--- config.mk ---
export PLATFORM = sky130hd
export DESIGN_NAME = iram_banked
export DESIGN_NICKNAME = d
export VERILOG_FILES = /design/src/rtl/iram_pkg.sv /design/src/rtl/iram_addr_map.sv /design/src/rtl/iram_bit_rmw.sv /design/src/rtl/iram_write_arb.sv /design/src/rtl/iram_banked.sv
export SDC_FILE = /design/constraint.sdc
export NUM_CORES = 2
export LEC_CHECK = 0
export ABC_AREA = 1
export BUFFER_PORTS_ARGS = -buffer_cell sky130_fd_sc_hd__buf_2
export CAP_MARGIN = 30
export CORE_MARGIN = 1.5
export CORE_UTILIZATION = 45
export CTS_CLUSTER_DIAMETER = 200
export CTS_CLUSTER_SIZE = 20
export DETAILED_ROUTE_END_ITERATION = 10
export PLACE_DENSITY = 0.67
export SKIP_LAST_GASP = 1
export SLEW_MARGIN = 20
export SYNTH_ARGS = -nofsm -noshare
export SYNTH_HDL_FRONTEND = slang
export SYNTH_SLANG_ARGS = --single-unit
--- constraint.sdc ---
create_clock -name clk -period 4.4 [get_ports clk]
set_input_delay 0 -clock clk [delete_from_list [all_inputs] [get_ports clk]]
set_output_delay 0 -clock clk [all_outputs]
set_load 0.02 [all_outputs]
--- src/rtl/iram_pkg.sv ---
package iram_pkg;

    typedef enum logic [1:0] {
        BIT_NOP = 2'b00,
        BIT_SET = 2'b01,
        BIT_CLR = 2'b10,
        BIT_RD  = 2'b11
    } bit_op_e;

    function automatic logic op_writes(input bit_op_e op);
        return (op == BIT_SET) || (op == BIT_CLR);
    endfunction

endpackage

--- src/rtl/iram_addr_map.sv ---
module iram_addr_map #(
    parameter int BYTES      = 128,
    parameter int BANKS      = 4,
    parameter int REGS       = 8,
    parameter int SEG_BYTES  = 32,
    parameter int ADDR_W     = 8,
    localparam int IDX_W     = $clog2(BYTES),
    localparam int BANK_W    = $clog2(BANKS),
    localparam int RNUM_W    = $clog2(REGS),
    localparam int SEG_BASE  = BANKS * REGS
) (
    input  logic [ADDR_W-1:0] byte_addr,
    input  logic [BANK_W-1:0] bank,
    input  logic [RNUM_W-1:0] reg_num,
    input  logic [ADDR_W-1:0] bit_addr,
    output logic              byte_ok,
    output logic [IDX_W-1:0]  byte_idx,
    output logic [IDX_W-1:0]  reg_idx,
    output logic              bit_ok,
    output logic [IDX_W-1:0]  bit_byte,
    output logic [2:0]        bit_idx
);
    logic [ADDR_W-4:0] seg_off;

    always_comb begin
        byte_ok  = int'(byte_addr) < BYTES;
        byte_idx = byte_addr[IDX_W-1:0];
        reg_idx  = IDX_W'(bank) * IDX_W'(REGS) + IDX_W'(reg_num);
        seg_off  = bit_addr[ADDR_W-1:3];
        bit_ok   = int'(seg_off) < SEG_BYTES;
        bit_byte = IDX_W'(SEG_BASE) + IDX_W'(seg_off);
        bit_idx  = bit_addr[2:0];
    end

endmodule

--- src/rtl/iram_bit_rmw.sv ---
module iram_bit_rmw
    import iram_pkg::*;
(
    input  logic [7:0] old_byte,
    input  logic [2:0] bit_idx,
    input  bit_op_e    op,
    output logic [7:0] new_byte,
    output logic       cur_bit
);
    logic [7:0] mask;

    always_comb begin
        mask    = 8'b1 << bit_idx;
        cur_bit = |(old_byte & mask);
        unique case (op)
            BIT_SET: new_byte = old_byte | mask;
            BIT_CLR: new_byte = old_byte & ~mask;
            default: new_byte = old_byte;
        endcase
    end

endmodule

--- src/rtl/iram_write_arb.sv ---
module iram_write_arb #(
    parameter int IDX_W = 7
) (
    input  logic             byte_wr,
    input  logic [IDX_W-1:0] byte_idx,
    input  logic             reg_wr,
    input  logic [IDX_W-1:0] reg_idx,
    input  logic             bit_wr,
    input  logic [IDX_W-1:0] bit_byte,
    output logic             reg_keep,
    output logic             bit_keep,
    output logic             conflict
);
    logic reg_hit;
    logic bit_hit;

    always_comb begin
        reg_hit  = byte_wr && reg_wr && (reg_idx == byte_idx);
        bit_hit  = byte_wr && bit_wr && (bit_byte == byte_idx);
        reg_keep = reg_wr && !reg_hit;
        bit_keep = bit_wr && !bit_hit;
        conflict = reg_hit || bit_hit;
    end

endmodule

--- src/rtl/iram_banked.sv ---
module iram_banked
    import iram_pkg::*;
#(
    parameter int BYTES     = 128,
    parameter int BANKS     = 4,
    parameter int REGS      = 8,
    parameter int SEG_BYTES = 32,
    parameter int ADDR_W    = 8,
    localparam int IDX_W    = $clog2(BYTES),
    localparam int BANK_W   = $clog2(BANKS),
    localparam int RNUM_W   = $clog2(REGS)
) (
    input  logic              clk,
    input  logic              rst_n,
    input  logic [ADDR_W-1:0] byte_addr,
    input  logic              byte_we,
    input  logic [7:0]        byte_wdata,
    output logic [7:0]        byte_rdata,
    output logic              byte_err,
    input  logic              bank_we,
    input  logic [BANK_W-1:0] bank_in,
    output logic [BANK_W-1:0] cur_bank,
    input  logic [RNUM_W-1:0] reg_num,
    input  logic              reg_we,
    input  logic [7:0]        reg_wdata,
    output logic [7:0]        reg_rdata,
    input  logic [ADDR_W-1:0] bit_addr,
    input  logic [1:0]        bit_op,
    output logic              bit_rdata,
    output logic              bit_err,
    output logic              wr_conflict
);
    typedef struct packed {
        logic [BYTES-1:0][7:0] mem;
        logic [BANK_W-1:0]     bank;
    } state_t;

    state_t st_d, st_q;

    logic             byte_ok, bit_ok;
    logic [IDX_W-1:0] byte_idx, reg_idx, bit_byte;
    logic [2:0]       bit_idx;
    logic [7:0]       rmw_new;
    logic             rmw_bit;
    logic             byte_wr, bit_wr;
    logic             reg_keep, bit_keep;
    bit_op_e          op;

    assign op = bit_op_e'(bit_op);

    iram_addr_map #(
        .BYTES(BYTES), .BANKS(BANKS), .REGS(REGS),
        .SEG_BYTES(SEG_BYTES), .ADDR_W(ADDR_W)
    ) i_map (
        .byte_addr(byte_addr), .bank(st_q.bank), .reg_num(reg_num),
        .bit_addr(bit_addr), .byte_ok(byte_ok), .byte_idx(byte_idx),
        .reg_idx(reg_idx), .bit_ok(bit_ok), .bit_byte(bit_byte),
        .bit_idx(bit_idx)
    );

    iram_bit_rmw i_rmw (
        .old_byte(st_q.mem[bit_byte]), .bit_idx(bit_idx), .op(op),
        .new_byte(rmw_new), .cur_bit(rmw_bit)
    );

    assign byte_wr = byte_we && byte_ok;
    assign bit_wr  = op_writes(op) && bit_ok;

    iram_write_arb #(.IDX_W(IDX_W)) i_arb (
        .byte_wr(byte_wr), .byte_idx(byte_idx),
        .reg_wr(reg_we), .reg_idx(reg_idx),
        .bit_wr(bit_wr), .bit_byte(bit_byte),
        .reg_keep(reg_keep), .bit_keep(bit_keep), .conflict(wr_conflict)
    );

    // Read side: all same-cycle views of the registered array.
    always_comb begin
        byte_err   = !byte_ok;
        byte_rdata = byte_ok ? st_q.mem[byte_idx] : 8'h00;
        reg_rdata  = st_q.mem[reg_idx];
        bit_rdata  = bit_ok && rmw_bit;
        bit_err    = !bit_ok && (op != BIT_NOP);
        cur_bank   = st_q.bank;
    end

    // Next state: lowest priority applied first so the byte port overrides.
    always_comb begin
        st_d = st_q;
        if (bank_we)  st_d.bank = bank_in;
        if (bit_keep) st_d.mem[bit_byte] = rmw_new;
        if (reg_keep) st_d.mem[reg_idx] = reg_wdata;
        if (byte_wr)  st_d.mem[byte_idx] = byte_wdata;
    end

    always_ff @(posedge clk) begin
        if (!rst_n) begin
            st_q.bank <= '0;
            st_q.mem  <= st_d.mem;
        end else begin
            st_q <= st_d;
        end
    end

endmodule

Word level (Yosys, flattened, before mapping)
Cells that the tools add are included.
- register bits: 1026
- bits in latches: 0
- RAM bits: 0
- bits in read-only memories: 0
- output and inout port bits: 22
- memories kept: 0
- add/sub/neg operators: 2
- multipliers: 0
- div/mod/pow operators: 0
- order comparisons: 7
- equal/unequal tests: 4
- shift operators: 1
- mux-type cells: 20
- bitwise gates (word level): 4
- reductions and logical operators: 16
- operators by type and width (kind ; count):
    $bwmux 1024 ; 3
    $mux 1024 ; 3
    $bmux 8 s7 ; 3
    $demux 8 s7 ; 3
    $mux 8 ; 7
    $lt 7x8->1 const B ; 3
    $ge 7x1->1 const B ; 3
    $and 8x8->8 ; 2
    $pmux 8 s2 ; 1
    $logic_and 1x1->1 ; 10
    $lt 8x8->1 const B ; 1
    $not 8->8 ; 1
    $or 8x8->8 ; 1
    $reduce_or 8->1 ; 1
    $shl 1x3->8 const A ; 1
    $add 6x5->7 const A ; 1
    $eq 6x7->1 ; 1
    $eq 7x7->1 ; 1
    $add 5x3->6 ; 1
    $logic_not 1->1 ; 3
    $eq 2x1->1 const B ; 1
    $eq 2x2->1 const B ; 1
    $logic_or 1x1->1 ; 2

Logic depth before layout (Yosys ltp)
- depth in word-level cells: 11
- gate-level depth with buffers: 16

Cells and area by module
A second synthesis with hierarchy kept.
- cells, all modules: 15407
- area, all modules: 85243.0 µm²
- modules (own cells, without submodules) (module ; instances ; cells each ; area an instance (µm²)):
    iram_banked ; 1 ; 15199 ; 84233.3
    iram_bit_rmw ; 1 ; 77 ; 421.7
    iram_write_arb ; 1 ; 103 ; 389.1
    iram_addr_map ; 1 ; 28 ; 198.9

Least setup slack after synthesis
OpenSTA, ideal clock, no wires.
- kind: flip-flop to flip-flop
- start point: register, netlist name cur_bank[1]
- end point: register st_q[253] in the netlist's numbering
- setup time: 0.114 ns
- arrival: 1.779 ns
- required time: 4.286 ns
- setup slack: 2.507 ns
- cell stages (with the launch flop): 11
- buffers on the path: 3
- period minus slack after synthesis: 1.893 ns
- path through: dfxtp_1 -> buf_2 -> inv_1 -> nor3_1 -> buf_2 -> inv_1 -> nor2_2 -> buf_2 -> nand3_1 -> nand3_1 -> nand2_1
- RTL lines (item ; RTL line ; RTL):
    to (signal assigned) ; iram_banked.sv:100 ; st_q <= st_d;
    to (decl) ; iram_banked.sv:38 ; state_t st_d, st_q;

==> out/metrics.yaml <==
synthesis:
  avgSynthCellArea_um2: 6.56
  synth_warnings: 0
  synth_cells: 8980
  synth_seq_area_share_pct: 43.5
  synth_nets: 9026
  ys_ff_latch: 1026
  synth_cell_types: 38
  synthesis.area_um2: 58900
global_routing:
  grt_max_degree: 151
  track_usage_pct: 34.1
  antenna_found_initial: 11
  grt_pass1_vias: 54200
  grt_remaining_overflow: 0
  grt_pass1_wl_mm: 344
sta:
  slew_headroom_pct: 24.9
  finalSetupViolations: 0
  min_period_ns: 3.45
  setup_tns_ns: 0
  max_freq_ghz: 0.290
  worst_slack_ns: 0.951
  slew_viol_final: 0
  timing.hold.ws_ns: 0.0356
  tightest_slew_ns: 1.13
  hold_viol: 0
  fin_skew_ns: 0.0337
  rsz0062_at_grt: "no"
  period_share_pct: 78.4
placement:
  dpl-instance-area_um2: 60700
  place_ws_ns: 1.19
  io_buffer_count: 64
  hpwl_mm: 150
  dp_cells: 10400
  gp_congestion: 1.01
drt:
  totalWireLength_mm: 234
  ant_nets: 0
  wl_per_cell_um: 22.2
  drt_iter0_drc: 8775
  route.vias.total: 60300
  drtPass1Iterations: 11
  vias_per_cell: 5.72
  drc: 2
floorplanning:
  start_util_pct: 45.4
  core_um2: 130000
  die_w_um: 365
  ios: 66
  die_y_um: 365
  dieArea_um2: 133000
  std_cell_rows: 132
clock_tree:
  cts_tree: "done"
  numCtsBuffers: 57
  clockBufferDepth: 3
  htree_levels: 2
  cts_sinks: 1026
  insertion_delay_ns: 0.76
  cts_root_buf: "clkbuf_16"
  cts_resized: 0
  path_clk_slew_ns: 0.10
  cts_setup_buffers: 0
worst_hold_path:
  hp-class: "in -> reg"
finish:
  layout_commonest_cell: "nand2_1"
  layout_common_cells: "4096 x nand2_1, 812 x nor2_1, 680 x inv_1"
  seq_area_um2: 25700
  area_growth_pct: 6.45
  utilization_pct: 48.3
  nets: 8801
  final_layout_size_suffix_gt1_share_pct: 4.46
  fillers: 13200
  multi_input_area_um2: 28300
  final_cells: 10500
  design_area_um2: 62700
worst_setup_path:
  crit_type: "reg -> reg"
  critPathLaunchType: "flop"
  worstPathArrival_ns: 4.16
  worstPathRequired_ns: 5.11
  cp-end-kind: "flop"
  crit_fanout: 33
run_status:
  outcome: "finished, violations left"
  violations: "DRC"
power_and_ir_drop:
  powerDensity_nw_per_um2: 389
  vdd_drop_max_v: 0.000364
  p_leak_nw: 29.0
  finalPower_mw: 24.4
flow_run:
  max-cap-violations: 0
-- critical path, stage by stage (launching register included) --
cell           delay [ns]
dfxtp_1              0.45
inv_2                0.13
o21ai_0              0.20
nor3_1               0.06
nand2_1              0.12
nand2_4              0.36
nor2_1               0.87
nand2_1              0.36
nand2_1              0.15
nand3_1              0.07
nand2_1              0.07
dlygate4sd3_1        0.55
-- per-layer routing --
| layer | vias to the layer above | wire length, um | GRT usage [%] |
|---|---|---|---|
| met2 | 3926 | 97600 | 50.8 |
| met4 | 14 | 13400 | 17.0 |
| met1 | 27600 | 93100 | 46.6 |
| met5 | - | 93 | 0 |
| met3 | 702 | 30000 | 7.18 |
| li1 | 28000 | - | - |
-- what timing repair did --
item                                    4_1_cts  5_1_grt
hold buffers                                 33        0
endpoints found under the setup margin        0        0
endpoints found under the hold margin       190        0
-- path summary, 6_finish.rpt --
path	startpoint	end	slack, ns	depth (start not counted)
min	byte_addr[7]	st_q[12]$_DFF_P_	0.04	5
max	cur_bank[0]$_SDFFE_PN0P_	st_q[37]$_DFF_P_	0.95	11
min reg2reg	st_q[77]$_DFF_P_	st_q[77]$_DFF_P_	0.56	4
max reg2reg	cur_bank[0]$_SDFFE_PN0P_	st_q[37]$_DFF_P_	0.95	11
-- cells in the mapped netlist (all sizes together) --
| master | instances | area, um2 |
|---|---|---|
| or2 | 8 | 50.1 |
| a21oi | 429 | 2150 |
| nor4 | 1 | 6.26 |
| inv | 710 | 2670 |
| nand4 | 38 | 238 |
| clkbuf | 385 | 1450 |
| o221ai | 59 | 517 |
| nor2 | 847 | 3270 |
| o21ai | 483 | 2420 |
| nand2 | 4104 | 15400 |
| o2111ai | 1 | 8.76 |
| nand3b | 1 | 7.51 |
| conb | 1 | 3.75 |
| nor3b | 1 | 7.51 |
| nand3 | 488 | 2480 |
| clkinv | 15 | 56.3 |
| nor3 | 30 | 200 |
| edfxtp | 512 | 15400 |
| buf | 155 | 851 |
| a22oi | 166 | 1250 |
| o22ai | 25 | 156 |
| dfxtp | 514 | 10300 |
| xor2 | 4 | 35.0 |
| ha | 2 | 25.0 |
| o41ai | 1 | 8.76 |
-- where the power goes --
group | total [mW] | internal, mW | switching [mW]
logic | 6.31 | 2.03 | 4.28
registers | 12.1 | 11.2 | 0.883
clock network | 5.96 | 2.44 | 3.52
-- logic make-up after synthesis --
kind of cell / Yosys count / share of synthesized area [%]
flops: 1026 / 43.5
simple gates: 5518 / 36.8
xor+xnor: 4 / 0.0594
other cells: 1 / 0.00636
compound gates: 1164 / 11.0
fa+ha+maj: 2 / 0.0425
buf+inv: 1265 / 8.51
-- layout make-up --
class	instances	area share [%]
Tap cell	1742	3.47
Sequential cell	1026	40.9
Inverter	725	4.38
Antenna cell	3	0.0120
Clock inverter	4	0.148
Multi-Input combinational cell	6689	45.2
Timing Repair Buffer	256	3.46
Clock buffer	86	2.45
-- sequential cells by signal, summed over array words and instances (netlist names) --
register	cells
st_q	1024
cur_bank	2
(Power assumes the default switching activity.)
